===== src/rtl/gpio_port_pkg.sv =====
package gpio_port_pkg;
  typedef enum logic [1:0] {
    PM_INPUT  = 2'b00,
    PM_OUTPUT = 2'b01,
    PM_ALTFN  = 2'b10,
    PM_ANALOG = 2'b11
  } pin_mode_e;

  typedef enum logic [1:0] {
    PL_NONE = 2'b00,
    PL_UP   = 2'b01,
    PL_DOWN = 2'b10,
    PL_RSVD = 2'b11
  } pin_pull_e;

  localparam logic [3:0] IX_MODE  = 4'd0;
  localparam logic [3:0] IX_OTYPE = 4'd1;
  localparam logic [3:0] IX_SPEED = 4'd2;
  localparam logic [3:0] IX_PULL  = 4'd3;
  localparam logic [3:0] IX_IDATA = 4'd4;
  localparam logic [3:0] IX_ODATA = 4'd5;
  localparam logic [3:0] IX_SETCLR = 4'd6;
  localparam logic [3:0] IX_AFLO  = 4'd8;
  localparam logic [3:0] IX_AFHI  = 4'd9;
  localparam logic [3:0] IX_CLR   = 4'd10;
endpackage


===== src/rtl/gpio_regbank.sv =====
module gpio_regbank
  import gpio_port_pkg::*;
#(
  parameter int NPIN = 16,
  parameter int AW   = 4,
  localparam int DW  = 2 * NPIN
) (
  input  logic            clk,
  input  logic            rst_n,
  input  logic            clk_en,
  input  logic [AW-1:0]   bus_addr,
  input  logic            bus_we,
  input  logic [DW-1:0]   bus_wdata,
  output logic [DW-1:0]   bus_rdata,
  input  logic [NPIN-1:0] idata,
  output logic [DW-1:0]   mode_q,
  output logic [NPIN-1:0] otype_q,
  output logic [DW-1:0]   pull_q,
  output logic [NPIN-1:0] odata_q
);
  logic [DW-1:0]   speed_q, aflo_q, afhi_q;
  logic [NPIN-1:0] odata_d, set_bits, clr_bits;
  logic            wr;
  logic [DW-1:0]   rd_mux;

  assign wr       = clk_en && bus_we;
  assign set_bits = bus_wdata[NPIN-1:0];
  assign clr_bits = bus_wdata[DW-1:NPIN];

  always_comb begin
    odata_d = odata_q;
    if (wr) begin
      case (bus_addr)
        IX_ODATA:  odata_d = bus_wdata[NPIN-1:0];
        IX_SETCLR: odata_d = (odata_q & ~clr_bits) | set_bits;
        IX_CLR:    odata_d = odata_q & ~set_bits;
        default:   odata_d = odata_q;
      endcase
    end
  end

  always_ff @(posedge clk or negedge rst_n) begin
    if (!rst_n) begin
      mode_q  <= '1;
      otype_q <= '0;
      speed_q <= '0;
      pull_q  <= '0;
      aflo_q  <= '0;
      afhi_q  <= '0;
      odata_q <= '0;
    end else begin
      odata_q <= odata_d;
      if (wr) begin
        case (bus_addr)
          IX_MODE:  mode_q  <= bus_wdata;
          IX_OTYPE: otype_q <= bus_wdata[NPIN-1:0];
          IX_SPEED: speed_q <= bus_wdata;
          IX_PULL:  pull_q  <= bus_wdata;
          IX_AFLO:  aflo_q  <= bus_wdata;
          IX_AFHI:  afhi_q  <= bus_wdata;
          default:  ;
        endcase
      end
    end
  end

  always_comb begin
    case (bus_addr)
      IX_MODE:  rd_mux = mode_q;
      IX_OTYPE: rd_mux = {{NPIN{1'b0}}, otype_q};
      IX_SPEED: rd_mux = speed_q;
      IX_PULL:  rd_mux = pull_q;
      IX_IDATA: rd_mux = {{NPIN{1'b0}}, idata};
      IX_ODATA: rd_mux = {{NPIN{1'b0}}, odata_q};
      IX_AFLO:  rd_mux = aflo_q;
      IX_AFHI:  rd_mux = afhi_q;
      default:  rd_mux = '0;
    endcase
    bus_rdata = clk_en ? rd_mux : '0;
  end

  // a disabled cycle leaves every configuration word alone
  assert_gated_hold_R3: assert property (@(posedge clk) disable iff (!rst_n)
    !clk_en |=> ($stable(mode_q) && $stable(odata_q) && $stable(otype_q)
                 && $stable(pull_q) && $stable(speed_q)));

  // set bits land high; clear-only bits land low
  assert_setclr_R4: assert property (@(posedge clk) disable iff (!rst_n)
    (wr && bus_addr == IX_SETCLR) |=>
      (((odata_q & $past(set_bits)) == $past(set_bits)) &&
       ((odata_q & $past(clr_bits) & ~$past(set_bits)) == '0)));

  // clear word clears addressed bits and keeps the rest
  assert_clear_R5: assert property (@(posedge clk) disable iff (!rst_n)
    (wr && bus_addr == IX_CLR) |=>
      (((odata_q & $past(set_bits)) == '0) &&
       ((odata_q & ~$past(set_bits)) == ($past(odata_q) & ~$past(set_bits)))));
endmodule


===== src/rtl/gpio_pad_resolve.sv =====
module gpio_pad_resolve
  import gpio_port_pkg::*;
#(
  parameter int NPIN = 16,
  localparam int DW  = 2 * NPIN
) (
  input  logic            clk,
  input  logic            rst_n,
  input  logic [DW-1:0]   mode_q,
  input  logic [NPIN-1:0] otype_q,
  input  logic [DW-1:0]   pull_q,
  input  logic [NPIN-1:0] odata_q,
  input  logic [NPIN-1:0] alt_drive,
  output logic [NPIN-1:0] pad_out,
  output logic [NPIN-1:0] pad_oe,
  output logic [NPIN-1:0] pull_up,
  output logic [NPIN-1:0] pull_dn
);
  for (genvar i = 0; i < NPIN; i++) begin : g_pin
    pin_mode_e m;
    pin_pull_e p;
    logic      val, drives;

    assign m = pin_mode_e'(mode_q[2*i +: 2]);
    assign p = pin_pull_e'(pull_q[2*i +: 2]);

    always_comb begin
      case (m)
        PM_OUTPUT: begin val = odata_q[i];   drives = 1'b1; end
        PM_ALTFN:  begin val = alt_drive[i]; drives = 1'b1; end
        default:   begin val = 1'b0;         drives = 1'b0; end
      endcase
      pad_out[i] = val;
      pad_oe[i]  = drives && (!otype_q[i] || !val);
      pull_up[i] = (p == PL_UP);
      pull_dn[i] = (p == PL_DOWN);
    end

    // an open-drain pin only ever drives low
    assert_opendrain_low_R8: assert property (@(posedge clk) disable iff (!rst_n)
      (otype_q[i] && pad_oe[i]) |-> !pad_out[i]);
    // input and analog pins never drive
    assert_idle_modes_R9: assert property (@(posedge clk) disable iff (!rst_n)
      (mode_q[2*i +: 2] == 2'b00 || mode_q[2*i +: 2] == 2'b11) |-> (!pad_oe[i] && !pad_out[i]));
    // pull-up and pull-down are never both on
    assert_pull_excl_R10: assert property (@(posedge clk) disable iff (!rst_n)
      !(pull_up[i] && pull_dn[i]));
  end
endmodule


===== src/rtl/gpio_in_sync.sv =====
module gpio_in_sync
  import gpio_port_pkg::*;
#(
  parameter int NPIN = 16,
  localparam int DW  = 2 * NPIN
) (
  input  logic            clk,
  input  logic            rst_n,
  input  logic            clk_en,
  input  logic [NPIN-1:0] pad_in,
  input  logic [DW-1:0]   mode_q,
  output logic [NPIN-1:0] idata_q
);
  logic [NPIN-1:0] meta_q, stab_q, analog_mask;

  for (genvar i = 0; i < NPIN; i++) begin : g_mask
    assign analog_mask[i] = (pin_mode_e'(mode_q[2*i +: 2]) == PM_ANALOG);
  end

  always_ff @(posedge clk or negedge rst_n) begin
    if (!rst_n) begin
      meta_q  <= '0;
      stab_q  <= '0;
      idata_q <= '0;
    end else if (clk_en) begin
      meta_q  <= pad_in;
      stab_q  <= meta_q;
      idata_q <= stab_q & ~analog_mask;
    end
  end

  // analog pins capture as zero
  assert_analog_zero_R11: assert property (@(posedge clk) disable iff (!rst_n)
    clk_en |=> ((idata_q & $past(analog_mask)) == '0));
  // capture path frozen while disabled
  assert_sync_hold_R3: assert property (@(posedge clk) disable iff (!rst_n)
    !clk_en |=> ($stable(idata_q) && $stable(stab_q)));
endmodule


===== src/rtl/gpio_port_ctrl.sv =====
module gpio_port_ctrl
  import gpio_port_pkg::*;
#(
  parameter int NPIN = 16,
  parameter int AW   = 4,
  localparam int DW  = 2 * NPIN
) (
  input  logic            clk,
  input  logic            rst_n,
  input  logic            port_clk_en,
  input  logic [AW-1:0]   bus_addr,
  input  logic            bus_we,
  input  logic [DW-1:0]   bus_wdata,
  output logic [DW-1:0]   bus_rdata,
  input  logic [NPIN-1:0] pad_in,
  input  logic [NPIN-1:0] alt_drive,
  output logic [NPIN-1:0] pad_out,
  output logic [NPIN-1:0] pad_oe,
  output logic [NPIN-1:0] pull_up,
  output logic [NPIN-1:0] pull_dn
);
  logic [DW-1:0]   mode_q, pull_q;
  logic [NPIN-1:0] otype_q, odata_q, idata_q;

  gpio_regbank #(.NPIN(NPIN), .AW(AW)) u_regs (
    .clk(clk), .rst_n(rst_n), .clk_en(port_clk_en),
    .bus_addr(bus_addr), .bus_we(bus_we), .bus_wdata(bus_wdata),
    .bus_rdata(bus_rdata), .idata(idata_q),
    .mode_q(mode_q), .otype_q(otype_q), .pull_q(pull_q), .odata_q(odata_q)
  );

  gpio_pad_resolve #(.NPIN(NPIN)) u_pads (
    .clk(clk), .rst_n(rst_n),
    .mode_q(mode_q), .otype_q(otype_q), .pull_q(pull_q), .odata_q(odata_q),
    .alt_drive(alt_drive),
    .pad_out(pad_out), .pad_oe(pad_oe), .pull_up(pull_up), .pull_dn(pull_dn)
  );

  gpio_in_sync #(.NPIN(NPIN)) u_sync (
    .clk(clk), .rst_n(rst_n), .clk_en(port_clk_en),
    .pad_in(pad_in), .mode_q(mode_q), .idata_q(idata_q)
  );

  // a general-output push-pull pin is always driven
  assert_pushpull_drive_R7: assert property (@(posedge clk) disable iff (!rst_n)
    (mode_q[1:0] == 2'b01 && !otype_q[0]) |-> (pad_oe[0] && pad_out[0] == odata_q[0]));
endmodule


===== config.mk =====
export PLATFORM = sky130hd
export DESIGN_NAME = gpio_port_ctrl
export DESIGN_NICKNAME = d
export VERILOG_FILES = /design/src/rtl/gpio_port_pkg.sv /design/src/rtl/gpio_regbank.sv /design/src/rtl/gpio_pad_resolve.sv /design/src/rtl/gpio_in_sync.sv /design/src/rtl/gpio_port_ctrl.sv
export SDC_FILE = /design/constraint.sdc
export NUM_CORES = 1
export LEC_CHECK = 0
export ABC_AREA = 1
export BUFFER_PORTS_ARGS = -buffer_cell sky130_fd_sc_hd__buf_4
export CAP_MARGIN = 20
export CORE_ASPECT_RATIO = 1.75
export CORE_MARGIN = 2
export CORE_UTILIZATION = 35
export DETAILED_ROUTE_END_ITERATION = 16
export SYNTH_ARGS = -nofsm -noshare
export SYNTH_HDL_FRONTEND = slang
export SYNTH_SLANG_ARGS = --single-unit

===== constraint.sdc =====
create_clock -name clk -period 1.7 [get_ports clk]
set_input_delay 0.255 -clock clk [delete_from_list [all_inputs] [get_ports clk]]
set_output_delay 0.255 -clock clk [all_outputs]
set_load 0.01 [all_outputs]

==> flow_metrics.tcl <==
set metrics [dict create \
    p_int_mw 12.2 \
    crit_family "flip-flops" \
    yosys.area.top_type "dfrtp_1" \
    synth_nets 1809 \
    cp_cell_sequence "inv_2, ha_4, inv_2, o22ai_4, a21oi_2, buf_4" \
    netlist_instances 1689 \
    max_stage_delay_ns 0.58 \
    required_ns 1.44 \
    yosysUniqueCellTypes 24 \
    wl_mm 45.3 \
    syn_area_um2 12800 \
    area_delta_synth_final_pct 36.8 \
    overflow 0 \
    clkSinkCount 240 \
    post-route-period-util_pct 122 \
    grt_max_degree 53 \
    io_pins 168 \
    clock_latency_ns 0.53 \
    grt_pass1_wl_mm 68.4 \
    numCtsBuffers 23 \
    initial_utilization_pct 35.4 \
    switchingPower_mw 5.93 \
    routedWlPerCell_um 18.8 \
    outcome "complete, but fails checks" \
    setup.worst_path.start_class "register" \
    root_buffer "clkbuf_16" \
    nNetsFinal 2047 \
    place_area_um2 15000 \
    seqPwrFrac_pct 43.5 \
    fmaxAchievable_mhz 483 \
    die_y_um 257 \
    io_buffer_count 167 \
    rsz0062_at_grt "true" \
    p_comb_share_pct 27.6 \
    violations "negative setup slack" \
    yosys_warnings 0 \
    worst_pin_slew_ns 0.520 \
    min_path_type "primary input to register" \
    peakVddDrop_uv 638 \
    reg2reg_slack_ns 0.36 \
    switching_share_pct 32.7 \
    globalplace.congestion 0.907 \
    drive_above_1_share_pct 31.6 \
    min_period_ns 2.07 \
    coreArea_um2 36000 \
    syn_avg_cell_area_um2 7.56 \
    viasPerCell 5.02 \
    yosys.area.top_type_share_pct 40.8 \
    ys_top_cells_by_area "dfrtp_1, nand2_1, nand3_1" \
    path_class "register to primary output" \
    dieArea_um2 38100 \
    critPathBufInv 3 \
    rows 92 \
    htreeDepth 1 \
    track_usage_pct 23.5 \
    powerDensity_nw_per_um2 1040 \
    drv_slew 0 \
    ant_nets 0 \
    max_slew_margin_pct 65.3 \
    end_kind "primary output" \
    p_leak_nw 8.57 \
    fin_ws_ns -0.371 \
    setup_viol 64 \
    grt_pass1_vias 11900 \
    post-dp-hpwl_mm 32.7 \
    arrival_ns 1.82 \
    path_common_cell "inv_2" \
    antenna_found_initial 2 \
    hold_viol_final 0 \
    p_clk_share_pct 29.0 \
    design_area_um2 17500 \
    fin_hold_ws_ns 0.0310 \
    first_pass_iters 5 \
    cp_slowest_cell "dfstp_2" \
    remaining_drc_errors 0 \
    cts_max_path_buffers 3 \
    drv_cap 0 \
    cts_tree "yes" \
    finalClockSkew_ns 0.00770 \
    critPathMaxFanout 3 \
    ys_seq_elements 240 \
    total_power_mw 18.1 \
    clk_pin_slew_ns 0.07 \
    fp.dieW_um 148 \
    route.vias.total 12100 \
    yosysSeqAreaShare_pct 47.4 \
    drtIter0Drc 840 \
]
-- tightest hold or removal path: stages --
cell	delay (ns)
buf_4	0.16
nand2_1	0.06
nand2_1	0.04
-- cell families (layout without fill, tap and decap cells) --
logic type / Yosys count / in the layout / synth area share (%)
AND/OR/NAND/NOR: 828 / 828 / 26.9
buffers and inverters: 301 / 555 / 9.89
AO/OA/AOI/OAI: 272 / 272 / 11.1
flip-flops: 240 / 240 / 47.4
adder cells (fa/ha/maj): 48 / 48 / 4.71
other: 0 / 2 / 0
-- layer usage --
metal | GRT usage, % | wire length [um] | up-vias
li1 | - | - | 5786
met3 | 2.30 | 1960 | 126
met1 | 26.0 | 16400 | 5838
met5 | 0 | 0 | -
met2 | 41.9 | 23500 | 383
met4 | 15.9 | 3340 | 0
-- layout make-up --
class                           instances  area [um2]
Fill cell                            3469       18600
Timing Repair Buffer                  311        2840
Antenna cell                            2        5.00
Clock buffer                           39         716
Multi-Input combinational cell       1148        6440
Sequential cell                       240        6050
Inverter                              203         787
Clock inverter                          2        38.8
Tap cell                              470         588
-- layout by cell type, fill, tap and decap left out, drive strengths merged --
master	synthesis	layout
a21oi	32	32
buf	59	294
bufinv	0	1
clkbuf	39	39
clkinv	2	3
dfrtp	208	208
dfstp	32	32
diode	0	2
dlygate4sd3	0	17
ha	48	48
inv	201	201
nand2	511	511
nand3	178	178
nor2	139	139
o21ai	208	208
o22ai	16	16
o31ai	16	16
-- state kept, by name (all words and copies together), names as in the netlist --
name            cells
u_regs.mode_q      32
u_regs.otype_q     16
u_sync.meta_q      16
u_regs.odata_q     16
u_sync.stab_q      16
u_regs.afhi_q      32
u_regs.aflo_q      32
u_regs.speed_q     32
u_regs.pull_q      32
u_sync.idata_q     16
-- through the flow --
| stage | util, % | std cells | setup slack [ns] | setup TNS, ns |
|---|---|---|---|---|
| 5_1_grt | 48.5 | 2415 | -0.417 | -20.52 |
| 3_5_place_dp | 41.7 | 2303 | -0.177 | -0.595 |
| 6_report | 48.5 | 2415 | -0.371 | -16.45 |
| 3_3_place_gp | 41.7 | 2303 | -0.164 | -0.556 |
| 4_1_cts | 46.8 | 2401 | -0.373 | -17.09 |
| 2_1_floorplan | - | 1689 | 0.210 | 0 |
-- worst paths after layout --
path / from / end / depth (start not counted)
min: port_clk_en / u_sync.meta_q[11] / 3
min reg2reg: u_sync.meta_q[1] / u_sync.meta_q[1] / 2
max reg2reg: u_regs.mode_q[20] / u_sync.idata_q[10] / 5
max: u_regs.mode_q[22] / pad_oe[11] / 6
min in group asynchronous: rst_n / u_regs.speed_q[19] / 2
max in group asynchronous: rst_n / u_regs.mode_q[28] / 3
-- cells in the mapped netlist --
cell type  count
a21oi_1       32
buf_1          1
buf_2         38
buf_4         18
buf_6          2
clkbuf_1      39
clkinv_2       2
dfrtp_1      208
dfstp_2       32
ha_1          48
inv_1        194
inv_2          7
nand2_1      502
nand2_2        6
nand2_4        3
nand3_1      177
nand3_2        1
nor2_1       130
nor2_2         2
nor2_4         7
o21ai_0      174
o21ai_1       34
o22ai_1       16
o31ai_1       16
-- timing repair --
action                                  CTS  global route
endpoints found under the hold margin    51             0
hold buffers                             17             0
endpoints found under the setup margin   64            64
pin swaps                                93            74
buffers inserted                         42            15
gates resized for setup                 193           120
-- power groups by stage --
stage                     sequential, mW  clock, mW  combinational [mW]
final                               7.87       5.24                5.00
after global routing                7.97       5.56                5.49
after CTS                           7.80       5.34                4.46
after floorplan                     7.47          0                2.09
after global placement              7.86          0                3.56
after detailed placement            7.89          0                3.65
Note: power is estimated with default switching activity, not from simulation.
